===== src/rtl/piso_pkg.sv =====
package piso_pkg;

  typedef enum logic [1:0] {
    OP_HOLD  = 2'd0,
    OP_LOAD  = 2'd1,
    OP_SHIFT = 2'd2
  } piso_op_e;

  // Level of the gated shift clock: either pin high forces it high.
  function automatic logic gated_level(input logic pin_a, input logic pin_b);
    return pin_a | pin_b;
  endfunction

  // 0-to-1 change between the previous and current sample.
  function automatic logic rose(input logic now_v, input logic prev_v);
    return now_v & ~prev_v;
  endfunction

  // Source bit for stage idx on a shift.
  function automatic logic shift_src(input int idx, input logic sin, input logic below);
    return (idx == 0) ? sin : below;
  endfunction

endpackage


===== src/rtl/piso_ctrl.sv =====
module piso_ctrl
  import piso_pkg::*;
(
  input  logic     clk,
  input  logic     rst,
  input  logic     load_n,
  input  logic     sclk_a,
  input  logic     sclk_b,
  output piso_op_e op,
  output logic     shift_pulse,
  output logic     gclk_hist
);

  logic gclk_now;
  logic load_hist;   // 1 when load_n was high last cycle
  logic gclk_rise;

  assign gclk_now  = gated_level(sclk_a, sclk_b);
  assign gclk_rise = rose(gclk_now, gclk_hist);

  always_ff @(posedge clk) begin
    if (rst) begin
      gclk_hist <= 1'b0;
      load_hist <= 1'b1;
    end else begin
      gclk_hist <= gclk_now;
      load_hist <= load_n;
    end
  end

  // A rise only counts once load has been released for a full cycle.
  assign shift_pulse = load_n & load_hist & gclk_rise;

  always_comb begin
    if (!load_n)          op = OP_LOAD;
    else if (shift_pulse) op = OP_SHIFT;
    else                  op = OP_HOLD;
  end

endmodule


===== src/rtl/piso_chain.sv =====
module piso_chain
  import piso_pkg::*;
#(
  parameter int W = 8
) (
  input  logic         clk,
  input  logic         rst,
  input  piso_op_e     op,
  input  logic         ser_in,
  input  logic [W-1:0] par_in,
  output logic [W-1:0] stage_q,
  output logic         last_n_q
);

  localparam int TOP = W - 1;

  logic [W-1:0] stage_d;

  for (genvar i = 0; i < W; i++) begin : g_stage
    logic below;
    if (i == 0) begin : g_first
      assign below = ser_in;
    end else begin : g_rest
      assign below = stage_q[i-1];
    end

    always_comb begin
      unique case (op)
        OP_LOAD:  stage_d[i] = par_in[i];
        OP_SHIFT: stage_d[i] = shift_src(i, ser_in, below);
        default:  stage_d[i] = stage_q[i];
      endcase
    end

    always_ff @(posedge clk) begin
      if (rst) stage_q[i] <= 1'b0;
      else     stage_q[i] <= stage_d[i];
    end
  end

  // Inverted copy of the last stage, kept in its own flop.
  always_ff @(posedge clk) begin
    if (rst) last_n_q <= 1'b1;
    else     last_n_q <= ~stage_d[TOP];
  end

endmodule


===== src/rtl/piso_shift_reg.sv =====
module piso_shift_reg
  import piso_pkg::*;
#(
  parameter int W = 8
) (
  input  logic         clk,
  input  logic         rst,
  input  logic         load_n,
  input  logic         sclk_a,
  input  logic         sclk_b,
  input  logic         ser_in,
  input  logic [W-1:0] par_in,
  output logic         ser_out,
  output logic         ser_out_n
);

  localparam int TOP = W - 1;

  piso_op_e     op;
  logic         shift_pulse;
  logic         gclk_hist;
  logic [W-1:0] stage_q;
  logic         last_n_q;

  piso_ctrl u_ctrl (
    .clk         (clk),
    .rst         (rst),
    .load_n      (load_n),
    .sclk_a      (sclk_a),
    .sclk_b      (sclk_b),
    .op          (op),
    .shift_pulse (shift_pulse),
    .gclk_hist   (gclk_hist)
  );

  piso_chain #(.W(W)) u_chain (
    .clk      (clk),
    .rst      (rst),
    .op       (op),
    .ser_in   (ser_in),
    .par_in   (par_in),
    .stage_q  (stage_q),
    .last_n_q (last_n_q)
  );

  assign ser_out   = stage_q[TOP];
  assign ser_out_n = last_n_q;

endmodule


===== config.mk =====
export PLATFORM = sky130hd
export DESIGN_NAME = piso_shift_reg
export DESIGN_NICKNAME = d
export VERILOG_FILES = /design/src/rtl/piso_pkg.sv /design/src/rtl/piso_ctrl.sv /design/src/rtl/piso_chain.sv /design/src/rtl/piso_shift_reg.sv
export SDC_FILE = /design/constraint.sdc
export NUM_CORES = 1
export LEC_CHECK = 0
export ABC_AREA = 1
export BUFFER_PORTS_ARGS = -buffer_cell sky130_fd_sc_hd__clkbuf_2
export CORE_AREA = 2 2 39 41
export DETAILED_ROUTE_END_ITERATION = 7
export DIE_AREA = 0 0 41 43
export HOLD_SLACK_MARGIN = 0.15
export PLACE_DENSITY = 0.66
export RECOVER_POWER = 50
export SETUP_SLACK_MARGIN = 0.2
export SLEW_MARGIN = 15
export SYNTH_ARGS = -nofsm -noshare
export SYNTH_HDL_FRONTEND = slang
export SYNTH_SLANG_ARGS = --single-unit

===== constraint.sdc =====
create_clock -name clk -period 3 [get_ports clk]
set_input_delay 0.45 -clock clk [delete_from_list [all_inputs] [get_ports clk]]
set_output_delay 0.45 -clock clk [all_outputs]
set_load 0.02 [all_outputs]

Word level (Yosys, flattened, before mapping). Cells that the tools add are included.

Register bits after elaboration: 11. Memories: 0. Bits in writable memories: 0. Input bits: 14. Output and inout bits: 2. Bits in latches: 0. Bits in read-only memories: 0. Word-level logic and storage cells: 30.

Reduce and logical (&&, ||, !) cells: 1. $mul: 0. Div/mod/pow operators: 0. Multiplexer cells: 10. Add/subtract/negate cells: 0. Bitwise logic cells: 6. $lt $le $gt $ge: 0. Equality and inequality tests: 2. Shift-type cells: 0.

Operators with widths (count): $pmux 1 s2 (8); $mux 2 (2); $and 1x1->1 (3); $eq 2x1->1 const B (1); $eq 2x2->1 const B (1); $not 1->1 (2); $reduce_bool 2->1 (1); $or 1x1->1 (1).

Depth between registers and ports, before layout. Gate-level depths: netlist of run 1.

Depth after elaboration: 8. Depth in mapped cells: 6.

Modules after synthesis. Synthesis of run 1 repeated with hierarchy kept, for this count alone.

Cell total of the unflattened synthesis: 93. Area, all modules: 601.8 µm².

Modules (own cells, without submodules): piso_chain (area each 528.0 µm², cells an instance 83, sequential area each 180.2 µm², instances 1); piso_ctrl (area each 73.8 µm², cells an instance 10, sequential area each 40.0 µm², instances 1).

Least setup slack after synthesis of run 1. OpenSTA, ideal clock, no wires.

Kind: input -> register. Start: in sclk_b. End: reg with a tool-made name. Arrival: 976 ps. Data required time: 2872 ps. Library setup time: 128 ps. Stages: 6. Slack: 1896 ps. Path through: nor2_2 inv_1 nand3_2 nand2_1 nor2_1 nor2_1.

RTL lines: from (decl) (RTL line piso_shift_reg.sv:10) `input logic sclk_b,`.

==> impl_table.tex, run 1 <==
\begin{tabular}{lr}
\hline
Metric & Value \\
\hline
\multicolumn{2}{l}{\textbf{Run status}} \\
\quad Outcome & complete, no violations \\
\multicolumn{2}{l}{\textbf{Worst setup path}} \\
\quad Internal reg-to-reg setup slack & roughly 1.9 ns \\
\quad Worst r2r path cells & 6 \\
\quad Required time of the critical path & roughly 2.6 ns \\
\quad Slowest CP cell & sky130\_fd\_sc\_hd\_\_dfxtp\_1 \\
\quad Critical path type & flop to primary output \\
\quad Critical path startpoint category & flop \\
\quad Family with the most delay on the worst path & flip-flops \\
\quad Critical path arrival & 0.77 ns \\
\quad CP Cell Sequence & clkbuf\_2 \\
\quad Stage delay of the slowest cell on the critical path & around 0.33 ns \\
\quad RR Startpoint & u\_ctrl.gclk\_hist \\
\quad Critical path peak fanout & 2 \\
\quad Crit path buffers/inverters & 1 \\
\quad Destination of the worst register-to-register timing path & u\_chain.g\_stage[4].below \\
\quad Setup crit end kind & primary output \\
\multicolumn{2}{l}{\textbf{Yosys}} \\
\quad Synth Area in Adders & 0\% \\
\quad Simple-Gate Fraction of Synth Area & approximately 45\% \\
\quad Cell count after synthesis & 80 \\
\quad Combinational family with the most area after synthesis & simple AND/OR/NAND/NOR gates \\
\quad \#FFs+latches synth & 11 \\
\quad Net count after synthesis & 94 \\
\quad Warnings, synthesis & 0 \\
\quad Sequential element share of the synthesized area & between 40\% and 50\% \\
\quad Synthesized area per cell & 6.412 um\^{}2 \\
\quad Parity-gate share of the synthesized area counting xor and xnor cells & 0\% \\
\quad Area fraction in compound gates after synthesis & 2.683\% \\
\quad Cell Area, Synth & 513.0 um\^{}2 \\
\quad Fraction of synthesized area in multiplexers & 0\% \\
\quad Number of distinct library cell variants in the gate-level netlist after synthesis & 13 \\
\multicolumn{2}{l}{\textbf{CTS}} \\
\quad Post\_cts resized & 0 \\
\quad Clock Pin Slew Worst Setup and Hold Paths & 0.07 ns \\
\quad Count of clock tree sinks & 11 \\
\quad Number of buffers added for setup after CTS & 0 \\
\quad Clock latency at the later pin of the worst-skew pair & roughly 0.27 ns \\
\quad Root Buffer & sky130\_fd\_sc\_hd\_\_clkbuf\_4 \\
\quad Max Root-Sink Buffers & 2 \\
\quad Total number of H-tree levels & 1 \\
\quad CTS tree & yes \\
\quad Clock buffers created by TritonCTS & 3 \\
\quad Hold-fix buffer count after cts & 0 \\
\multicolumn{2}{l}{\textbf{Routing}} \\
\quad DRC violation count after routing & 0 \\
\quad DR pass1 iterations & 2 \\
\quad Routed Wire Length & approximately 1000 um \\
\quad Violation count after the first detailed-routing iteration & 2 \\
\quad Vias per cell & about 4.3 \\
\quad Total number of vias & between 400 and 500 \\
\quad Average routed wire per standard cell & 8.868 um \\
\quad Number of routed nets with antenna violations & 0 \\
\multicolumn{2}{l}{\textbf{STA}} \\
\quad Summed negative setup slack over all endpoints & 0 ns \\
\quad Least-Margin Pin Slew & 0.3349 ns \\
\quad Final hold violations & 0 \\
\quad Final worst path period need & 1.216 ns \\
\quad Max Fclk & 822.0 MHz \\
\quad Unrepaired setup endpoints after global routing & no \\
\quad Setup clock skew after layout & 0.001400 ns \\
\quad Period Utilization, post-route & roughly two fifths \\
\quad Worst setup slack after layout & around 1.8 ns \\
\quad Max-slew headroom & around 78\% \\
\quad Final setup viols & 0 \\
\quad Number of pins exceeding their max-slew limit in the final report & 0 \\
\multicolumn{2}{l}{\textbf{Placement}} \\
\quad Placed inst area & between 600 and 700 um\^{}2 \\
\quad Pre-CTS setup slack & between 1.5 and 2 ns \\
\quad Half-perimeter wire length after detailed placement & 720.2 um \\
\quad Total of buffers placed on input and output ports & 15 \\
\quad Placed Cells incl. Taps & 110 \\
\quad Placer congestion estimate & around 0.67 \\
\multicolumn{2}{l}{\textbf{Cells and area}} \\
\quad Synthesis-to-finish area growth & 22.20\% \\
\quad NumNets Final & approximately 110 \\
\quad Final Non-Filler Cells & $\sim$110 \\
\quad Footprint of the multi-input gates & 241.5 um\^{}2 \\
\quad Final Cell Area & approximately 630 um\^{}2 \\
\quad Fraction of layout instances using a drive strength above 1 & 21.43\% \\
\quad Most common cell after layout, fill and taps aside & sky130\_fd\_sc\_hd\_\_nor2\_1 \\
\quad \# diodes & 0 \\
\quad Util after Layout & between 40\% and 50\% \\
\quad Commonest cells after routing, fill and taps aside & 26 x sky130\_fd\_sc\_hd\_\_nor2\_1, 18 x sky130\_fd\_sc\_hd\_\_nand2\_1, 14 x sky130\_fd\_sc\_hd\_\_clkbuf\_2 \\
\quad Number of filler cells placed in the layout & 162 \\
\quad Register cell area after layout & approximately 220 um\^{}2 \\
\multicolumn{2}{l}{\textbf{Floorplanning}} \\
\quad Standard-cell row count & 14 \\
\quad Die outline area & between 1500 and 2000 um\^{}2 \\
\quad Die extent in y & approximately 43 um \\
\quad Count of boundary I/O pins & 16 \\
\quad Initial cell density of the core & 37.07\% \\
\quad Die X-Extent & approximately 41 um \\
\quad Core region area & $\sim$1400 um\^{}2 \\
\multicolumn{2}{l}{\textbf{GRT}} \\
\quad Largest net degree at the start of global routing & 11 \\
\quad Number of global-route vias before repair & 411 \\
\quad Gr usage total & about 14\% \\
\quad Antenna violations before repair & 0 \\
\quad Remaining Overflow, GRT & 0 \\
\quad First-pass GRT wire length & between 1500 and 2000 um \\
\multicolumn{2}{l}{\textbf{Worst hold path}} \\
\quad Hold endpoint & u\_ctrl.gclk\_hist \\
\quad Worst hold path startpoint & sclk\_a \\
\quad Hold-critical path depth & 3 \\
\quad Tightest Hold Check Type & primary input to flop \\
\multicolumn{2}{l}{\textbf{Run}} \\
\quad Max capacitance violation total & 0 \\
\multicolumn{2}{l}{\textbf{Power}} \\
\quad Leakage power total & between 0.3 and 0.4 nW \\
\quad Worst IR drop on VDD & $\sim$0.17 mV \\
\quad Pwr Density & between 400 and 500 nW/um\^{}2 \\
\hline
\end{tabular}
## worst reg2reg max path, cell delays in order, from the launching register on
cell and delay, ns:
sky130_fd_sc_hd__dfxtp_1 0.33, sky130_fd_sc_hd__inv_1 0.06, sky130_fd_sc_hd__nand2_1 0.05, sky130_fd_sc_hd__o21ai_2 0.29
sky130_fd_sc_hd__nor2_1 0.08, sky130_fd_sc_hd__nor2_1 0.12, sky130_fd_sc_hd__nor2_1 0.05
## through the flow
| step | total power, mW | hold WS (ns) |
|---|---|---|
| floorplan | 0.1931 | 0.5191 |
| global placement | 0.2090 | 0.5357 |
| detailed placement | 0.2096 | 0.5270 |
| CTS | 0.3125 | 0.4122 |
| global route | 0.3260 | 0.4307 |
| finish | 0.3057 | 0.4314 |
## cell families after synthesis
group           count (synthesis)
flops                          11
simple gates                   54
compound gates                  2
buf+inv                        13
## layout make-up
type / instances / area share, %
Tap cell: 16 / 3.194
Multi-Input combinational cell: 56 / 38.52
Sequential cell: 11 / 35.13
Timing Repair Buffer: 15 / 11.78
Clock buffer: 4 / 4.192
Inverter: 12 / 7.186
## registers in the layout, summed over array words and instances (netlist names), named ones only
register               flops
u_chain.last_n_q           1
u_ctrl.load_hist           1
u_ctrl.gclk_hist           1
u_chain.g_stage.below      7
## worst max-delay path by stage
stage | from | endpoint | slack [ns] | cells past startpoint
finish | flop | ser_out | 1.78 | 1
global placement | sclk_b | u_chain.g_stage[4].below | 1.72 | 7
floorplan | sclk_b | flop | 1.90 | 6
global route | flop | ser_out | 1.73 | 1
detailed placement | load_n | flop | 1.68 | 6
CTS | flop | ser_out | 1.77 | 1
## routing by layer
layer  global-route usage, %  wire length, um  vias to the layer above  share of wire, %
met5                       0                0                        -                 0
met4                   16.00               46                        0               4.5
met3                   4.712               37                        5               3.7
met2                   19.38              476                       12                47
met1                   15.08              450                      204                45
li1                        -                -                      274                 -
## synth_stat cells
| library cell | count | area [um^2] |
|---|---|---|
| sky130_fd_sc_hd__nor2_4 | 1 | 11.26 |
| sky130_fd_sc_hd__clkbuf_1 | 1 | 3.750 |
| sky130_fd_sc_hd__nor2_2 | 1 | 6.260 |
| sky130_fd_sc_hd__nand3_2 | 1 | 10.01 |
| sky130_fd_sc_hd__nor2_1 | 25 | 93.84 |
| sky130_fd_sc_hd__dfxtp_1 | 11 | 220.2 |
| sky130_fd_sc_hd__nand2_1 | 18 | 67.56 |
| sky130_fd_sc_hd__clkinv_1 | 1 | 3.750 |
| sky130_fd_sc_hd__o21ai_1 | 1 | 5.000 |
| sky130_fd_sc_hd__nand3_1 | 7 | 35.03 |
| sky130_fd_sc_hd__o21ai_2 | 1 | 8.760 |
| sky130_fd_sc_hd__nand2_2 | 1 | 6.260 |
| sky130_fd_sc_hd__inv_1 | 11 | 41.29 |
## report_power, final
part           leakage (nW)  internal [mW]  switching (mW)
logic                 0.211         0.0182          0.0270
clock network        0.0150         0.0516          0.0491
registers            0.0911          0.155         0.00479
(Power assumes the default switching activity.)
==> run 2: changes to the inputs <==
==> constraint.sdc (replaced) <==
create_clock -name clk -period 1.18 [get_ports clk]
set_input_delay 0.177 -clock clk [delete_from_list [all_inputs] [get_ports clk]]
set_output_delay 0.177 -clock clk [all_outputs]
set_load 0.02 [all_outputs]
==> run 2 against run 1 <==
Against the previous run: critical path depth is the same; non-clock buffer count is the same; design area grew 1.4%; combinational power grew to 2.7 times the previous value; utilization grew 0.63 points; flip-flop and latch count is the same; sequential share of layout area shrank 0.29 points; die area is the same; sequential power grew to 2.5 times the previous value; critical path type unchanged.
==> impl_table.tex, run 2 (same netlist as run 1, synthesis figures left out) <==
\begin{tabular}{lr}
\hline
Metric & Value \\
\hline
\multicolumn{2}{l}{\textbf{Run status}} \\
\quad Outcome & complete, no violations \\
\multicolumn{2}{l}{\textbf{Worst setup path}} \\
\quad Crit path buffers/inverters & 1 (unchanged) \\
\quad Family with the most delay on the worst path & flip-flops \\
\quad Required time of the critical path & 1.00 ns (-1.55 ns) \\
\quad Crit path to & ser\_out \\
\quad CP Cell Sequence & clkbuf\_1 \\
\quad Critical path arrival & 0.83 ns (+0.06 ns) \\
\quad Critical path startpoint category & flop \\
\quad Slowest CP cell & sky130\_fd\_sc\_hd\_\_dfxtp\_1 \\
\quad Setup crit end kind & primary output \\
\quad Worst r2r path cells & 5 (-1) \\
\quad Critical path type & flop to primary output \\
\quad RR Startpoint & u\_ctrl.load\_hist \\
\quad Critical path peak fanout & 2 (unchanged) \\
\quad Worst path depth & 1 (unchanged) \\
\quad Internal reg-to-reg setup slack & 0.18 ns (-1.74 ns) \\
\quad Stage delay of the slowest cell on the critical path & 0.33 ns (about the same) \\
\multicolumn{2}{l}{\textbf{Floorplanning}} \\
\quad Standard-cell row count & 14 (unchanged) \\
\quad Core region area & 1384 um\^{}2 (unchanged) \\
\quad Die outline area & 1763 um\^{}2 (unchanged) \\
\quad Count of boundary I/O pins & 16 (unchanged) \\
\quad Initial cell density of the core & 37.07\% (unchanged) \\
\quad Die X-Extent & 41 um (unchanged) \\
\quad Die extent in y & 43 um (unchanged) \\
\multicolumn{2}{l}{\textbf{Routing}} \\
\quad Violation count after the first detailed-routing iteration & 4 (+2) \\
\quad DRC violation count after routing & 0 (unchanged) \\
\quad Number of routed nets with antenna violations & 0 (unchanged) \\
\quad Average routed wire per standard cell & 8.789 um (-0.89\%) \\
\quad Total number of vias & 506 (+2.2\%) \\
\quad Vias per cell & 4.439 (+2.2\%) \\
\quad DR pass1 iterations & 4 (+2) \\
\quad Routed Wire Length & 1002 um (-0.89\%) \\
\multicolumn{2}{l}{\textbf{Run}} \\
\quad Max capacitance violation total & 0 (unchanged) \\
\multicolumn{2}{l}{\textbf{STA}} \\
\quad Number of pins exceeding their max-slew limit in the final report & 0 (unchanged) \\
\quad Setup clock skew after layout & 0.001765 ns (+0.0003647 ns) \\
\quad Unrepaired setup endpoints after global routing & yes \\
\quad Final hold violations & 0 (unchanged) \\
\quad Worst setup slack after layout & 0.1723 ns (-1.611 ns) \\
\quad Max-slew headroom & 78.81\% (+1.1 points) \\
\quad Period Utilization, post-route & 85.40\% \\
\quad Max Fclk & $\sim$990 MHz \\
\quad Final setup viols & 0 (unchanged) \\
\quad Final worst path period need & slightly above 1 ns \\
\quad Summed negative setup slack over all endpoints & 0 ns (unchanged) \\
\quad Least-Margin Pin Slew & 0.3166 ns (-0.01833 ns) \\
\multicolumn{2}{l}{\textbf{Cells and area}} \\
\quad Most common cell after layout, fill and taps aside & sky130\_fd\_sc\_hd\_\_nor2\_1 \\
\quad NumNets Final & 113 (unchanged) \\
\quad Util after Layout & 45.93\% (+0.63 points) \\
\quad Number of filler cells placed in the layout & 149 (-8.0\%) \\
\quad Synthesis-to-finish area growth & 23.90\% \\
\quad Commonest cells after routing, fill and taps aside & 26 x sky130\_fd\_sc\_hd\_\_nor2\_1, 17 x sky130\_fd\_sc\_hd\_\_nand2\_1, 12 x sky130\_fd\_sc\_hd\_\_clkbuf\_2 \\
\quad \# diodes & 0 (unchanged) \\
\quad Final Cell Area & 635.6 um\^{}2 (+1.4\%) \\
\quad Final Non-Filler Cells & 114 (unchanged) \\
\quad Max FFs per register & 7 (unchanged) \\
\quad Fraction of layout instances using a drive strength above 1 & 22.45\% (+1.0 points) \\
\quad Footprint of the multi-input gates & 251.5 um\^{}2 (+4.1\%) \\
\quad Register cell area after layout & 221.5 um\^{}2 (+0.57\%) \\
\multicolumn{2}{l}{\textbf{CTS}} \\
\quad CTS tree & yes \\
\quad Clock buffers created by TritonCTS & 3 (unchanged) \\
\quad Clock Pin Slew Worst Setup and Hold Paths & 0.07 ns (about the same) \\
\quad Number of buffers added for setup after CTS & 0 (unchanged) \\
\quad Total number of H-tree levels & 1 (unchanged) \\
\quad Hold-fix buffer count after cts & 0 (unchanged) \\
\quad Count of clock tree sinks & 11 (unchanged) \\
\quad Max Root-Sink Buffers & 2 (unchanged) \\
\quad Clock latency at the later pin of the worst-skew pair & 0.27 ns (about the same) \\
\quad Root Buffer & sky130\_fd\_sc\_hd\_\_clkbuf\_4 \\
\multicolumn{2}{l}{\textbf{Power}} \\
\quad Leakage power total & 0.3117 nW (-1.6\%) \\
\quad Worst IR drop on VDD & 0.5240 mV (+210\%) \\
\quad Pwr Density & 1239 nW/um\^{}2 (+150\%) \\
\multicolumn{2}{l}{\textbf{GRT}} \\
\quad First-pass GRT wire length & 1538 um (-0.45\%) \\
\quad Largest net degree at the start of global routing & 11 (unchanged) \\
\quad Number of global-route vias before repair & 424 (+3.2\%) \\
\quad Antenna violations before repair & 0 (unchanged) \\
\quad Gr usage total & 13.33\% (-0.91 points) \\
\quad Remaining Overflow, GRT & 0 (unchanged) \\
\multicolumn{2}{l}{\textbf{Placement}} \\
\quad Pre-CTS setup slack & 0.1095 ns (-1.575 ns) \\
\quad Placed inst area & 604.3 um\^{}2 (unchanged) \\
\quad Placed Cells incl. Taps & 110 (unchanged) \\
\quad Total of buffers placed on input and output ports & 15 (unchanged) \\
\quad Half-perimeter wire length after detailed placement & 724.7 um (+0.62\%) \\
\quad Placer congestion estimate & 0.7190 (+7.0\%) \\
\multicolumn{2}{l}{\textbf{Worst hold path}} \\
\quad Worst hold path startpoint & sclk\_a \\
\quad Tightest Hold Check Type & primary input to flop \\
\quad Hold-critical path depth & 3 (unchanged) \\
\hline
\end{tabular}
[run 2: cell counts in the layout (fill, tap and decap cells not counted)]
Identical to the previous run, type by type.
[run 2: final cells by class]
cell class	instances	share of cell area, %
clock buffers	4	4.134
repair buffers	15	11.22
inverters	12	7.087
flip-flops and latches	11	34.84
well taps	16	3.150
multi-input cells	56	39.57
[run 2: timing repair]
item | in CTS | in global routing
pin swaps | 0 | 1
endpoints found under the setup margin | 9 | 9
resized for setup | 5 | 0
[run 2: worst min-delay path: stages]
cell and delay [ns]:
sky130_fd_sc_hd__clkbuf_2 0.08, sky130_fd_sc_hd__nor2_1 0.07, sky130_fd_sc_hd__nor2_1 0.08
[run 2: routing by layer]
layer,track usage (%),part of all wire (%),wire length [um]
met5,0,0,0
met4,12.00,4.0,40
met3,3.141,3.6,36
met2,19.69,44,445
met1,14.75,48,480
[run 2: report_power, final]
group,switching (mW),leakage (nW),total [mW],internal [mW]
logic,0.0722,0.206,0.120,0.0474
clock network,0.130,0.0150,0.261,0.131
registers,0.0128,0.0912,0.407,0.395
[run 2: how the worst min path moves through the flow]
stage,to,slack (ns)
3_5_place_dp,u_ctrl.gclk_hist,0.42
5_1_grt,u_ctrl.gclk_hist,0.21
4_1_cts,u_ctrl.gclk_hist,0.15
6_report,u_ctrl.gclk_hist,0.18
2_1_floorplan,u_ctrl.gclk_hist,0.30
3_3_place_gp,u_ctrl.gclk_hist,0.41
[run 2: through the flow]
| step | power, mW | hold slack [ns] |
|---|---|---|
| 2_1_floorplan | 0.4910 | 0.3027 |
| 3_3_place_gp | 0.5304 | 0.4097 |
| 3_5_place_dp | 0.5331 | 0.4192 |
| 4_1_cts | 0.7902 | 0.1503 |
| 5_1_grt | 0.8243 | 0.2107 |
| 6_report | 0.7877 | 0.1752 |
==> run 3: changes to the inputs <==
--- a/config.mk
+++ b/config.mk
@@ -11,7 +11,7 @@
 export DETAILED_ROUTE_END_ITERATION = 7
 export DIE_AREA = 0 0 41 43
 export HOLD_SLACK_MARGIN = 0.15
-export PLACE_DENSITY = 0.66
+export PLACE_DENSITY_LB_ADDON = 0.08
 export RECOVER_POWER = 50
 export SETUP_SLACK_MARGIN = 0.2
 export SLEW_MARGIN = 15
==> run 3 against run 2 <==
Against the previous run: non-clock buffer count increased by 1; flip-flop and latch count unchanged; cell count increased by 0.88%; critical path depth increased by 5; global-route usage increased by 1.7 points; maximum frequency decreased by 0.38%; clock skew increased by 0.00081 ns.
==> impl_table.tex, run 3 (same netlist as run 1, synthesis figures left out) <==
\begin{tabular}{lr}
\hline
Metric & Value \\
\hline
\multicolumn{2}{l}{\textbf{Run status}} \\
\quad Outcome & complete, no violations \\
\multicolumn{2}{l}{\textbf{Floorplanning}} \\
\quad Die outline area & 1763 um\^{}2 (unchanged) \\
\quad Count of boundary I/O pins & 16 (unchanged) \\
\quad Core region area & 1384 um\^{}2 (unchanged) \\
\quad Die X-Extent & 41 um (unchanged) \\
\quad Die extent in y & 43 um (unchanged) \\
\quad Standard-cell row count & 14 (unchanged) \\
\quad Initial cell density of the core & 37.07\% (unchanged) \\
\multicolumn{2}{l}{\textbf{Cells and area}} \\
\quad \# diodes & 0 (unchanged) \\
\quad Fraction of layout instances using a drive strength above 1 & 25.25\% (+2.8 points) \\
\quad Commonest cells after routing, fill and taps aside & 25 x sky130\_fd\_sc\_hd\_\_nor2\_1, 16 x sky130\_fd\_sc\_hd\_\_nand2\_1, 12 x sky130\_fd\_sc\_hd\_\_clkbuf\_2 \\
\quad Most common cell after layout, fill and taps aside & sky130\_fd\_sc\_hd\_\_nor2\_1 \\
\quad Util after Layout & 46.56\% (+0.63 points) \\
\quad Number of filler cells placed in the layout & 157 (+5.4\%) \\
\quad Max FFs per register & 7 (unchanged) \\
\quad Synthesis-to-finish area growth & 25.61\% \\
\quad NumNets Final & 114 (+0.88\%) \\
\multicolumn{2}{l}{\textbf{CTS}} \\
\quad Count of clock tree sinks & 11 (unchanged) \\
\quad CTS tree & yes \\
\quad Clock Pin Slew Worst Setup and Hold Paths & 0.08 ns (about the same) \\
\quad Max Root-Sink Buffers & 2 (unchanged) \\
\quad Clock buffers created by TritonCTS & 3 (unchanged) \\
\quad Root Buffer & sky130\_fd\_sc\_hd\_\_clkbuf\_4 \\
\quad Clock latency at the later pin of the worst-skew pair & 0.27 ns (about the same) \\
\quad Total number of H-tree levels & 1 (unchanged) \\
\multicolumn{2}{l}{\textbf{Routing}} \\
\quad DR pass1 iterations & 4 (unchanged) \\
\quad Average routed wire per standard cell & 9.217 um (+4.9\%) \\
\quad Total number of vias & 497 (-1.8\%) \\
\quad Vias per cell & 4.322 (-2.6\%) \\
\quad Routed Wire Length & 1060 um (+5.8\%) \\
\quad Number of routed nets with antenna violations & 0 (unchanged) \\
\quad DRC violation count after routing & 0 (unchanged) \\
\quad Violation count after the first detailed-routing iteration & 7 (+3) \\
\multicolumn{2}{l}{\textbf{STA}} \\
\quad Final hold violations & 0 (unchanged) \\
\quad Final setup viols & 0 (unchanged) \\
\quad Summed negative setup slack over all endpoints & 0 ns (unchanged) \\
\quad Period Utilization, post-route & 85.72\% (+0.33 points) \\
\quad Max Fclk & 988.6 MHz (-0.38\%) \\
\quad Hold\_ws & 0.1747 ns (-0.0005170 ns) \\
\quad Final worst path period need & 1.012 ns (+0.003840 ns) \\
\quad Setup clock skew after layout & 0.002577 ns (+0.0008114 ns) \\
\quad Number of pins exceeding their max-slew limit in the final report & 0 (unchanged) \\
\quad Least-Margin Pin Slew & 0.2942 ns (-0.02245 ns) \\
\quad Unrepaired setup endpoints after global routing & yes \\
\quad Max-slew headroom & 80.32\% (+1.5 points) \\
\quad Worst setup slack after layout & 0.1685 ns (-0.003840 ns) \\
\multicolumn{2}{l}{\textbf{GRT}} \\
\quad First-pass GRT wire length & 1766 um (+15\%) \\
\quad Remaining Overflow, GRT & 0 (unchanged) \\
\quad Number of global-route vias before repair & 444 (+4.7\%) \\
\quad Largest net degree at the start of global routing & 11 (unchanged) \\
\quad Gr usage total & 15.05\% (+1.7 points) \\
\quad Antenna violations before repair & 0 (unchanged) \\
\multicolumn{2}{l}{\textbf{Power}} \\
\quad Worst IR drop on VDD & 0.5187 mV (-1.0\%) \\
\quad Leakage power total & 0.3164 nW (+1.5\%) \\
\quad Pwr Density & 1234 nW/um\^{}2 (-0.47\%) \\
\multicolumn{2}{l}{\textbf{Worst setup path}} \\
\quad Setup crit end kind & flop \\
\quad Required time of the critical path & 1.39 ns (+0.39 ns) \\
\quad Critical path startpoint category & flop \\
\quad Critical path peak fanout & 8 (+6) \\
\quad Critical path type & flop to flop \\
\quad Critical path arrival & 1.22 ns (+0.39 ns) \\
\multicolumn{2}{l}{\textbf{Placement}} \\
\quad Total of buffers placed on input and output ports & 15 (unchanged) \\
\quad Placer congestion estimate & 0.7232 (+0.58\%) \\
\quad Pre-CTS setup slack & 0.06795 ns (-0.04155 ns) \\
\quad Half-perimeter wire length after detailed placement & 738.7 um (+1.9\%) \\
\multicolumn{2}{l}{\textbf{Run}} \\
\quad Max capacitance violation total & 0 (unchanged) \\
\multicolumn{2}{l}{\textbf{Worst hold path}} \\
\quad Tightest Hold Check Type & primary input to flop \\
\hline
\end{tabular}
[run 3: cell count changes in the layout (fill, tap and decap cells not counted), sizes merged]
cell and delta:
buf +1
[run 3: layout make-up]
cell class / count / area [um^2] / area share (%)
Inverter: 12 / 45.04 / 6.990
Sequential cell: 11 / 222.7 / 34.56
Clock buffer: 4 / 26.28 / 4.078
Tap cell: 16 / 20.02 / 3.107
Timing Repair Buffer: 16 / 78.83 / 12.23
Multi-Input combinational cell: 56 / 251.5 / 39.03
[run 3: critical path, cell delays in order (launching register included)]
cell	delay, ns
sky130_fd_sc_hd__dfxtp_2	0.33
sky130_fd_sc_hd__buf_4	0.13
sky130_fd_sc_hd__nor2_4	0.18
sky130_fd_sc_hd__nand3_1	0.12
sky130_fd_sc_hd__nand2_2	0.08
sky130_fd_sc_hd__nor2_1	0.04
sky130_fd_sc_hd__nor2_1	0.07
[run 3: metal layers]
layer  GRT usage [%]  routed length [um]
met3           4.712                  47
met4           8.000                   9
met1           20.00                 506
met2           20.94                 497
met5               0                   0
[run 3: through the flow]
step	area, um^2	std cells	power [mW]
final	644.4	115	0.7949
after CTS	655.6	115	0.8094
after global routing	644.4	115	0.8375
after detailed placement	604.3	110	0.5344
after floorplan	513.0	80	0.4910
after global placement	604.3	110	0.5341
[run 3: timing repair]
action                     CTS  global route
resized for setup            7             2
hold buffers                 0             0
setup endpoints to repair    9            10
buffers inserted             1             0
pin swaps                    9             6
[run 3: final timing paths]
path / from / endpoint / slack (ns) / cells after the start
hold reg to reg: u_chain.g_stage[4].below / u_chain.g_stage[4].below / 0.55 / 4
hold / removal: sclk_a / u_ctrl.gclk_hist / 0.17 / 3
setup / recovery: u_ctrl.gclk_hist / flop / 0.17 / 6
setup reg to reg: u_ctrl.gclk_hist / flop / 0.17 / 6
[run 3: where the power goes]
part / internal, mW / switching [mW] / leakage, nW / total, mW
logic: 0.0504 / 0.0747 / 0.210 / 0.125
clock network: 0.131 / 0.133 / 0.0150 / 0.264
registers: 0.395 / 0.0109 / 0.0910 / 0.406
total: 0.576 / 0.219 / 0.316 / 0.795
